## src/rtl/eewp_pkg.sv

```systemverilog
package eewp_pkg;
  typedef enum logic [1:0] {OP_NONE, OP_ARRAY, OP_STATUS} op_kind_t;

  localparam int SR_BUSY  = 0;
  localparam int SR_WEL   = 1;
  localparam int SR_LOCK0 = 2;
  localparam int SR_FLAG  = 7;

  // region lock decode on the two top address bits
  function automatic logic region_locked(input logic [1:0] code, input logic [1:0] top2);
    case (code)
      2'b00:   return 1'b0;
      2'b01:   return (top2 == 2'b11);
      2'b10:   return top2[1];
      default: return 1'b1;
    endcase
  endfunction

  function automatic logic [7:0] pack_status(input logic bsy, input logic wel,
                                             input logic [1:0] code, input logic flag);
    logic [7:0] s;
    s = '0;
    s[SR_BUSY] = bsy;
    s[SR_WEL] = wel;
    s[SR_LOCK0 +: 2] = code;
    s[SR_FLAG] = flag;
    return s;
  endfunction

  function automatic logic [4:0] wrap_off(input logic [4:0] off, input int unsigned page);
    return 5'((int'(off) + 1) % page);
  endfunction
endpackage

```

## src/rtl/eewp_cycle_timer.sv

```systemverilog
module eewp_cycle_timer #(
  parameter int CYCLES = 100,
  localparam int CNT_W = $clog2(CYCLES + 1)
) (
  input  logic             clk,
  input  logic             rst_n,
  input  logic             start,
  output logic             busy,
  output logic [CNT_W-1:0] count,
  output logic             done
);
  assign done = busy && (count == CNT_W'(CYCLES - 1));

  always_ff @(posedge clk or negedge rst_n) begin
    if (!rst_n) begin
      busy  <= 1'b0;
      count <= '0;
    end else if (start && !busy) begin
      busy  <= 1'b1;
      count <= '0;
    end else if (done) begin
      busy  <= 1'b0;
      count <= '0;
    end else if (busy) begin
      count <= count + 1'b1;
    end
  end
endmodule

```

## src/rtl/eewp_page_buf.sv

```systemverilog
module eewp_page_buf #(
  parameter int PAGE_BYTES = 32,
  parameter int DATA_W = 8,
  localparam int OFF_W = $clog2(PAGE_BYTES)
) (
  input  logic              clk,
  input  logic              rst_n,
  input  logic              load,
  input  logic              first,
  input  logic [OFF_W-1:0]  load_off,
  input  logic [DATA_W-1:0] load_data,
  input  logic [OFF_W-1:0]  scan_off,
  output logic              scan_hit,
  output logic [DATA_W-1:0] scan_data
);
  logic [PAGE_BYTES-1:0] fill_q;
  logic [DATA_W-1:0]     bytes_q [PAGE_BYTES];

  for (genvar g = 0; g < PAGE_BYTES; g++) begin : g_slot
    always_ff @(posedge clk or negedge rst_n) begin
      if (!rst_n) begin
        fill_q[g]  <= 1'b0;
        bytes_q[g] <= '0;
      end else if (load) begin
        if (load_off == OFF_W'(g)) begin
          fill_q[g]  <= 1'b1;
          bytes_q[g] <= load_data;
        end else if (first) begin
          fill_q[g] <= 1'b0;
        end
      end
    end
  end

  assign scan_hit  = fill_q[scan_off];
  assign scan_data = bytes_q[scan_off];
endmodule

```

## src/rtl/eewp_guard.sv

```systemverilog
module eewp_guard (
  input  logic       clk,
  input  logic       rst_n,
  input  logic       set_wel,
  input  logic       clr_wel,
  input  logic       apply_sr,
  input  logic [7:0] sr_data,
  output logic       wel,
  output logic [1:0] lock_code,
  output logic       pin_flag
);
  always_ff @(posedge clk or negedge rst_n) begin
    if (!rst_n) begin
      wel       <= 1'b0;
      lock_code <= 2'b00;
      pin_flag  <= 1'b0;
    end else begin
      if (clr_wel)      wel <= 1'b0;
      else if (set_wel) wel <= 1'b1;
      if (apply_sr) begin
        lock_code <= sr_data[eewp_pkg::SR_LOCK0 +: 2];
        pin_flag  <= sr_data[eewp_pkg::SR_FLAG];
      end
    end
  end
endmodule

```

## src/rtl/eeprom_wprot_ctrl.sv

```systemverilog
module eeprom_wprot_ctrl #(
  parameter int ADDR_W = 14,
  parameter int PAGE_BYTES = 32,
  parameter int DATA_W = 8,
  parameter int WRITE_CYCLES = 100,
  localparam int OFF_W = $clog2(PAGE_BYTES),
  localparam int PAGE_W = ADDR_W - OFF_W,
  localparam int CNT_W = $clog2(WRITE_CYCLES + 1)
) (
  input  logic              clk,
  input  logic              rst_n,
  input  logic              cs_n,
  input  logic              wp_n,
  input  logic [2:0]        bit_phase,
  input  logic              wren_req,
  input  logic              wrdi_req,
  input  logic              wrsr_req,
  input  logic [7:0]        wrsr_data,
  input  logic              wr_req,
  input  logic [ADDR_W-1:0] wr_addr,
  input  logic [DATA_W-1:0] wr_data,
  output logic [7:0]        status,
  output logic              busy,
  output logic              commit_valid,
  output logic [ADDR_W-1:0] commit_addr,
  output logic [DATA_W-1:0] commit_data
);
  import eewp_pkg::*;

  logic             cs_q_n;
  op_kind_t         pend_kind, cyc_kind;
  logic             pend_bad;
  logic [7:0]       pend_sr;
  logic [PAGE_W-1:0] page_q;
  logic [OFF_W-1:0] off_q;
  logic             wel, pin_flag;
  logic [1:0]       lock_code;
  logic [CNT_W-1:0] cyc_count;
  logic             buf_hit;
  logic [DATA_W-1:0] buf_data;

  // named internal events
  logic cs_rise, accept_ok, wp_block, seq_start_array, seq_start_status;
  logic status_cancel, cycle_start, cycle_done, seq_refuse, buf_load, in_scan;
  logic [OFF_W-1:0] load_off, scan_off;

  assign cs_rise          = !cs_q_n && cs_n;
  assign accept_ok        = !busy && !cs_n;
  assign wp_block         = !wp_n && pin_flag;
  assign seq_start_array  = accept_ok && wr_req && (pend_kind == OP_NONE) && wel;
  assign seq_start_status = accept_ok && wrsr_req && !wr_req && (pend_kind == OP_NONE) && wel;
  assign status_cancel    = (pend_kind == OP_STATUS) && wp_block && !cs_n;
  assign cycle_start      = cs_rise && (pend_kind != OP_NONE) && !pend_bad && (bit_phase == 3'd0);
  assign seq_refuse       = cs_rise && (pend_kind != OP_NONE) && !cycle_start;
  assign buf_load         = accept_ok && wr_req && (seq_start_array || pend_kind == OP_ARRAY);
  assign load_off         = seq_start_array ? wr_addr[OFF_W-1:0] : off_q;
  assign in_scan          = int'(cyc_count) < PAGE_BYTES;
  assign scan_off         = cyc_count[OFF_W-1:0];

  always_ff @(posedge clk or negedge rst_n) begin
    if (!rst_n) cs_q_n <= 1'b1;
    else        cs_q_n <= cs_n;
  end

  always_ff @(posedge clk or negedge rst_n) begin
    if (!rst_n) begin
      pend_kind <= OP_NONE;
      pend_bad  <= 1'b0;
      pend_sr   <= '0;
      page_q    <= '0;
      off_q     <= '0;
      cyc_kind  <= OP_NONE;
    end else begin
      if (cs_rise) begin
        pend_kind <= OP_NONE;
        pend_bad  <= 1'b0;
        if (cycle_start) cyc_kind <= pend_kind;
      end else if (seq_start_array) begin
        pend_kind <= OP_ARRAY;
        pend_bad  <= region_locked(lock_code, wr_addr[ADDR_W-1 -: 2]);
        page_q    <= wr_addr[ADDR_W-1:OFF_W];
        off_q     <= wrap_off(wr_addr[OFF_W-1:0], PAGE_BYTES);
      end else if (seq_start_status) begin
        pend_kind <= OP_STATUS;
        pend_bad  <= wp_block;
        pend_sr   <= wrsr_data;
      end else if (pend_kind != OP_NONE) begin
        if (status_cancel) pend_bad <= 1'b1;
        if (accept_ok && wrdi_req) pend_bad <= 1'b1;
        if (accept_ok && wrsr_req && pend_kind == OP_ARRAY) pend_bad <= 1'b1;
        if (accept_ok && wr_req && pend_kind == OP_STATUS) pend_bad <= 1'b1;
        if (buf_load) off_q <= wrap_off(off_q, PAGE_BYTES);
      end
    end
  end

  eewp_cycle_timer #(.CYCLES(WRITE_CYCLES)) u_timer (
    .clk   (clk),
    .rst_n (rst_n),
    .start (cycle_start),
    .busy  (busy),
    .count (cyc_count),
    .done  (cycle_done)
  );

  eewp_page_buf #(.PAGE_BYTES(PAGE_BYTES), .DATA_W(DATA_W)) u_buf (
    .clk       (clk),
    .rst_n     (rst_n),
    .load      (buf_load),
    .first     (seq_start_array),
    .load_off  (load_off),
    .load_data (wr_data),
    .scan_off  (scan_off),
    .scan_hit  (buf_hit),
    .scan_data (buf_data)
  );

  eewp_guard u_guard (
    .clk       (clk),
    .rst_n     (rst_n),
    .set_wel   (accept_ok && wren_req),
    .clr_wel   ((accept_ok && wrdi_req) || seq_refuse || cycle_done),
    .apply_sr  (cycle_done && cyc_kind == OP_STATUS),
    .sr_data   (pend_sr),
    .wel       (wel),
    .lock_code (lock_code),
    .pin_flag  (pin_flag)
  );

  assign status       = pack_status(busy, wel, lock_code, pin_flag);
  assign commit_valid = busy && (cyc_kind == OP_ARRAY) && in_scan && buf_hit;
  assign commit_addr  = {page_q, scan_off};
  assign commit_data  = buf_data;
endmodule

```

## config.mk

```make
export PLATFORM = sky130hd
export DESIGN_NAME = eeprom_wprot_ctrl
export DESIGN_NICKNAME = d
export VERILOG_FILES = /design/src/rtl/eewp_pkg.sv /design/src/rtl/eewp_cycle_timer.sv /design/src/rtl/eewp_page_buf.sv /design/src/rtl/eewp_guard.sv /design/src/rtl/eeprom_wprot_ctrl.sv
export SDC_FILE = /design/constraint.sdc
export NUM_CORES = 1
export LEC_CHECK = 0
export BUFFER_PORTS_ARGS = -buffer_cell sky130_fd_sc_hd__buf_2
export CORE_MARGIN = 2
export CORE_UTILIZATION = 30
export DETAILED_ROUTE_END_ITERATION = 10
export PLACE_DENSITY = 0.52
export SETUP_SLACK_MARGIN = 0.5
export SLEW_MARGIN = 15
export SYNTH_ARGS = -nofsm -noshare
export SYNTH_HDL_FRONTEND = slang
export SYNTH_SLANG_ARGS = --single-unit
```

## constraint.sdc

```tcl
create_clock -name clk -period 5.71 [get_ports clk]
set_clock_uncertainty 0.15 [all_clocks]
set_input_delay 0.8565 -clock clk [delete_from_list [all_inputs] [get_ports clk]]
set_output_delay 0.8565 -clock clk [all_outputs]
set_load 0.05 [all_outputs]
```

==> results.md <==
- For this run, the share of the core covered by cells in the final layout is 0.343.
- Synthesis produced approximately 1100 cells.
- The cts-stage hold buffer count is 0.
- The wire length of the first global-routing pass is a little over 60 mm.
- The number of synthesized flops with an enable pin is 0.
- The most frequent standard cell in the layout excluding fill and tap cells is sky130_fd_sc_hd__dfrtp_1.
- Detailed placement finished with a half-perimeter wire length of 23.5 mm.
- For the worst setup path, the data required time is 4700 ps.
- Adding up every negative setup slack in the final design gives 0 ps.
- Port buffering added 64 buffers.
- The area added between synthesis and finish is 13.0%.
- Of the total synthesized cell area, the portion taken by full adders, half adders and majority gates is 0.00240.
- The leftover overflow at the end of global routing is 0.
- The mux share of post-synthesis cell area is 0.318.
- The count of cells resized by post-cts repair is 0.
- The count of nets after finishing is around 1200.
- The number of ports placed on the die boundary is 73.
- The average footprint of a synthesized cell is roughly 14 µm².
- The post-detailed-route DRC marker count is 0.
- The number of buffers inserted to repair setup after CTS is 0.
- Setup repair after global routing left no endpoint under its margin.
- In the layout the commonest cells are sky130_fd_sc_hd__dfrtp_1 (319), sky130_fd_sc_hd__mux2_2 (256), sky130_fd_sc_hd__nand2_1 (115), sky130_fd_sc_hd__mux4_2 (81), sky130_fd_sc_hd__buf_2 (63).
- The all-layer global routing usage is 0.147.
- The initialized floorplan defines 83 standard-cell rows.
- Subtracting the final worst setup slack from the clock period gives approximately 4400 ps.
- The clock transition time at the flip-flop clock pins of the worst setup and hold paths is roughly 60 ps.
- The initial core utilization is 0.304.
- The number of antenna violations at the first check in global routing is 0.
- After synthesis, the largest family of logic cells by area is multiplexers.
- In this run the worst path has a maximum fanout of 55.
- The critical path data arrival time is approximately 3400 ps.
- The number of slew-limit violations in the final report is 0.
- The sort of element at the end of the critical path is an output port.
- Dividing total power by cell area gives a power density of 448 nW/µm².
- The worst-skew pair later-pin latency is 540 ps.
- The TritonCTS clock tree is done.
- At the end of routability-driven placement, the weighted congestion stood at approximately 0.80.
- The register bit total from synthesis is 323.
- The post-route total power is 7.91 mW.
- The length of the first detailed-routing pass in iterations is 6.
- In this run the cell area of the synthesized design comes to approximately 16000 µm².
- Counting along the longest clock path gives a buffer depth of 3.
- The number of antenna diodes in the final layout is 0.
- The routed length per placed instance is roughly 21 µm.
- The area of the die is about 54000 µm².
- The worst-path cell with the longest stage delay is sky130_fd_sc_hd__dfrtp_4.
- The pin count of the biggest net entering global routing is 125.
- The share of synthesized area in the top cell type comes to 0.516.
- The max-cap violation count is 0.
- The area of the core region is around 50000 µm².
- The antenna violation net count after detailed routing is 0.
- The critical path goes through buf_12 > mux4_2 > mux4_2 > nand2_1 > nand2_1 > buf_2.
- STA classifies the critical path startpoint as a flop.
- For this run, the slowest stage of the critical path takes 780 ps.
- The complex-gate fraction of the synthesized area is 0.0492.
- The setup path with the least slack is of type reg2out.
- The flow ran to the end, and the final reports show no timing, DRC or antenna violations.
- The largest total area in the synthesized netlist belongs to sky130_fd_sc_hd__dfrtp_1.
- The number of global-route vias before repair was between 9000 and 10000.
- The final count of negative-setup-slack endpoints is 0.
- The root buffer cell is sky130_fd_sc_hd__clkbuf_16.
- The die span in y is between 200 and 250 µm.
- The cell family contributing the most delay on the critical path is multiplexers.
- The tightest min-delay check is of the in2async type.
- The transition at the pin with the smallest max-transition slack is 1100 ps.
- VDD sags by at most 0.231 mV.
- Using the TritonRoute via totals, the vias-per-cell ratio works out to 5.13.
- The final routed wirelength across all metal layers is 38.8 mm.
- The normalized max-slew margin is 0.266.
- In this run, CTS created clock tree buffers numbering 37.
- The xor/xnor share of the synthesized area is 0.000560.
- The post-route clock period utilization is 0.774.
- Summed over all cells, the static leakage comes to about 8 nW.
- Of the cells placed in the final design, the portion with a size suffix greater than 1 is 0.435.
- Counting the fill cells in the layout gives between 5000 and 6000.
- The basic-gate share of the synthesized area counting and, or, nand and nor cells is 0.0811.
- The count of cell types in the netlist is 59.
- The routed layout has 9537 vias.
- Among all flip-flop cells after synthesis, the most frequent one is sky130_fd_sc_hd__dfrtp_1.
- The register area share after synthesis is 0.517.
- The detailed router's first-iteration violation count is 580.
- The number of hold violations in the final report was 0.
- The number of sinks handled by clock tree synthesis is 323.
- In this run the number of H-tree levels came out at 2.
- The maximum clock frequency is 226 MHz.
- After synthesis, the cell types taking the most area are sky130_fd_sc_hd__dfrtp_1 (52%), sky130_fd_sc_hd__mux2_2 (18%), sky130_fd_sc_hd__mux4_2 (12%), sky130_fd_sc_hd__nand2_1 (2.8%), sky130_fd_sc_hd__a21oi_4 (1.2%).
- The die is 232 µm wide.
- The critical path contains buffers and inverters numbering 2 combined.
- The share of async-settable or async-resettable flops after synthesis is 1.00.
- Yosys printed 0 warnings.
-- area by class of cell --
cell class | count | area, µm² | share of cell area
flip-flops and latches | 323 | 8090 | 0.458
inverters | 6 | 22.5 | 0.00128
repair buffers | 74 | 443 | 0.0251
clock buffers | 51 | 1050 | 0.0595
clock inverters | 14 | 129 | 0.00730
multi-input cells | 711 | 7070 | 0.400
well taps | 680 | 851 | 0.0482
-- registers in the layout, indices dropped and copies added (netlist names) --
signal and flops:
off_q 5, pend_bad 1, u_buf.fill_q 32, pend_sr 3, u_buf.bytes_q 256, u_guard.wel 1, cs_q_n 1, u_guard.pin_flag 1
u_timer.busy 1, pend_kind 2, page_q 9, u_guard.lock_code 2, cyc_kind 2, u_timer.count 7
-- power breakdown --
part | leakage, nW | switching (mW) | internal [mW] | total (mW)
clock | 0.576 | 0.970 | 1.34 | 2.31
sequential | 4.40 | 0.518 | 2.84 | 3.36
combinational | 3.21 | 1.19 | 1.04 | 2.23
-- worst register-to-register path, cell delays in order, from the launching register on --
cell and delay [ps]:
sky130_fd_sc_hd__dfrtp_1 580, sky130_fd_sc_hd__nor2_4 250, sky130_fd_sc_hd__and4_2 590, sky130_fd_sc_hd__buf_4 390, sky130_fd_sc_hd__nand2_1 110, sky130_fd_sc_hd__a21oi_1 350, sky130_fd_sc_hd__ha_1 220, sky130_fd_sc_hd__nand2_1 430
sky130_fd_sc_hd__mux2_2 480
-- synth_stat cells (9+ instances only) --
cell type,instances
sky130_fd_sc_hd__mux2_2,256
sky130_fd_sc_hd__nand3_1,35
sky130_fd_sc_hd__nand4_1,13
sky130_fd_sc_hd__clkbuf_1,47
sky130_fd_sc_hd__o21ai_2,12
sky130_fd_sc_hd__a21oi_1,9
sky130_fd_sc_hd__o21ai_0,18
sky130_fd_sc_hd__buf_2,25
sky130_fd_sc_hd__mux2i_1,15
sky130_fd_sc_hd__a21o_1,16
sky130_fd_sc_hd__nand2b_1,9
sky130_fd_sc_hd__nand2_1,115
sky130_fd_sc_hd__nor2_1,18
sky130_fd_sc_hd__nor3_1,18
sky130_fd_sc_hd__a21oi_4,12
sky130_fd_sc_hd__mux4_2,81
sky130_fd_sc_hd__buf_4,12
sky130_fd_sc_hd__dfrtp_1,322
-- layer usage --
| layer | wire length, µm | GRT usage | vias up |
|---|---|---|---|
| li1 | - | - | 4205 |
| met1 | 18400 | 0.212 | 5059 |
| met2 | 17900 | 0.230 | 225 |
| met3 | 1880 | 0.0249 | 48 |
| met4 | 690 | 0.0331 | 0 |
| met5 | 0 | 0 | - |
-- stage by stage --
| stage | setup WS (ps) | area, µm² | hold slack [ps] | std cells |
|---|---|---|---|---|
| after CTS | 1220 | 17700 | 291 | 1859 |
| after floorplan | 2380 | 15600 | 291 | 1134 |
| after detailed placement | 1680 | 16500 | 308 | 1794 |
| after global routing | 1120 | 17700 | 321 | 1859 |
| final | 1290 | 17700 | 233 | 1859 |
| after global placement | 1730 | 16500 | 305 | 1794 |
-- final timing paths --
kind	start	to	slack, ps	depth (start not counted)
max	u_timer.count[0]$_DFFE_PN0P_	commit_data[7]	1290	6
min reg2reg	page_q[1]$_DFFE_PN0P_	page_q[1]$_DFFE_PN0P_	320	2
max reg2reg	u_timer.busy$_DFFE_PN0P_	u_buf.bytes_q[2]$_DFFE_PN0P_	2030	8
min	rst_n	page_q[1]$_DFFE_PN0P_	230	1
max in group asynchronous	rst_n	u_buf.bytes_q[185]$_DFFE_PN0P_	4010	2
min in group clk	page_q[1]$_DFFE_PN0P_	page_q[1]$_DFFE_PN0P_	320	2
-- logic make-up (layout without fill, tap and decap cells) --
| kind of cell | count (synthesis) | in the layout |
|---|---|---|
| buf+inv | 100 | 145 |
| compound gates | 92 | 92 |
| fa+ha+maj | 3 | 3 |
| xor+xnor | 1 | 1 |
| simple gates | 251 | 251 |
| other cells | 1 | 3 |
| mux | 361 | 361 |
| flops | 323 | 323 |
(Power assumes the default switching activity.)
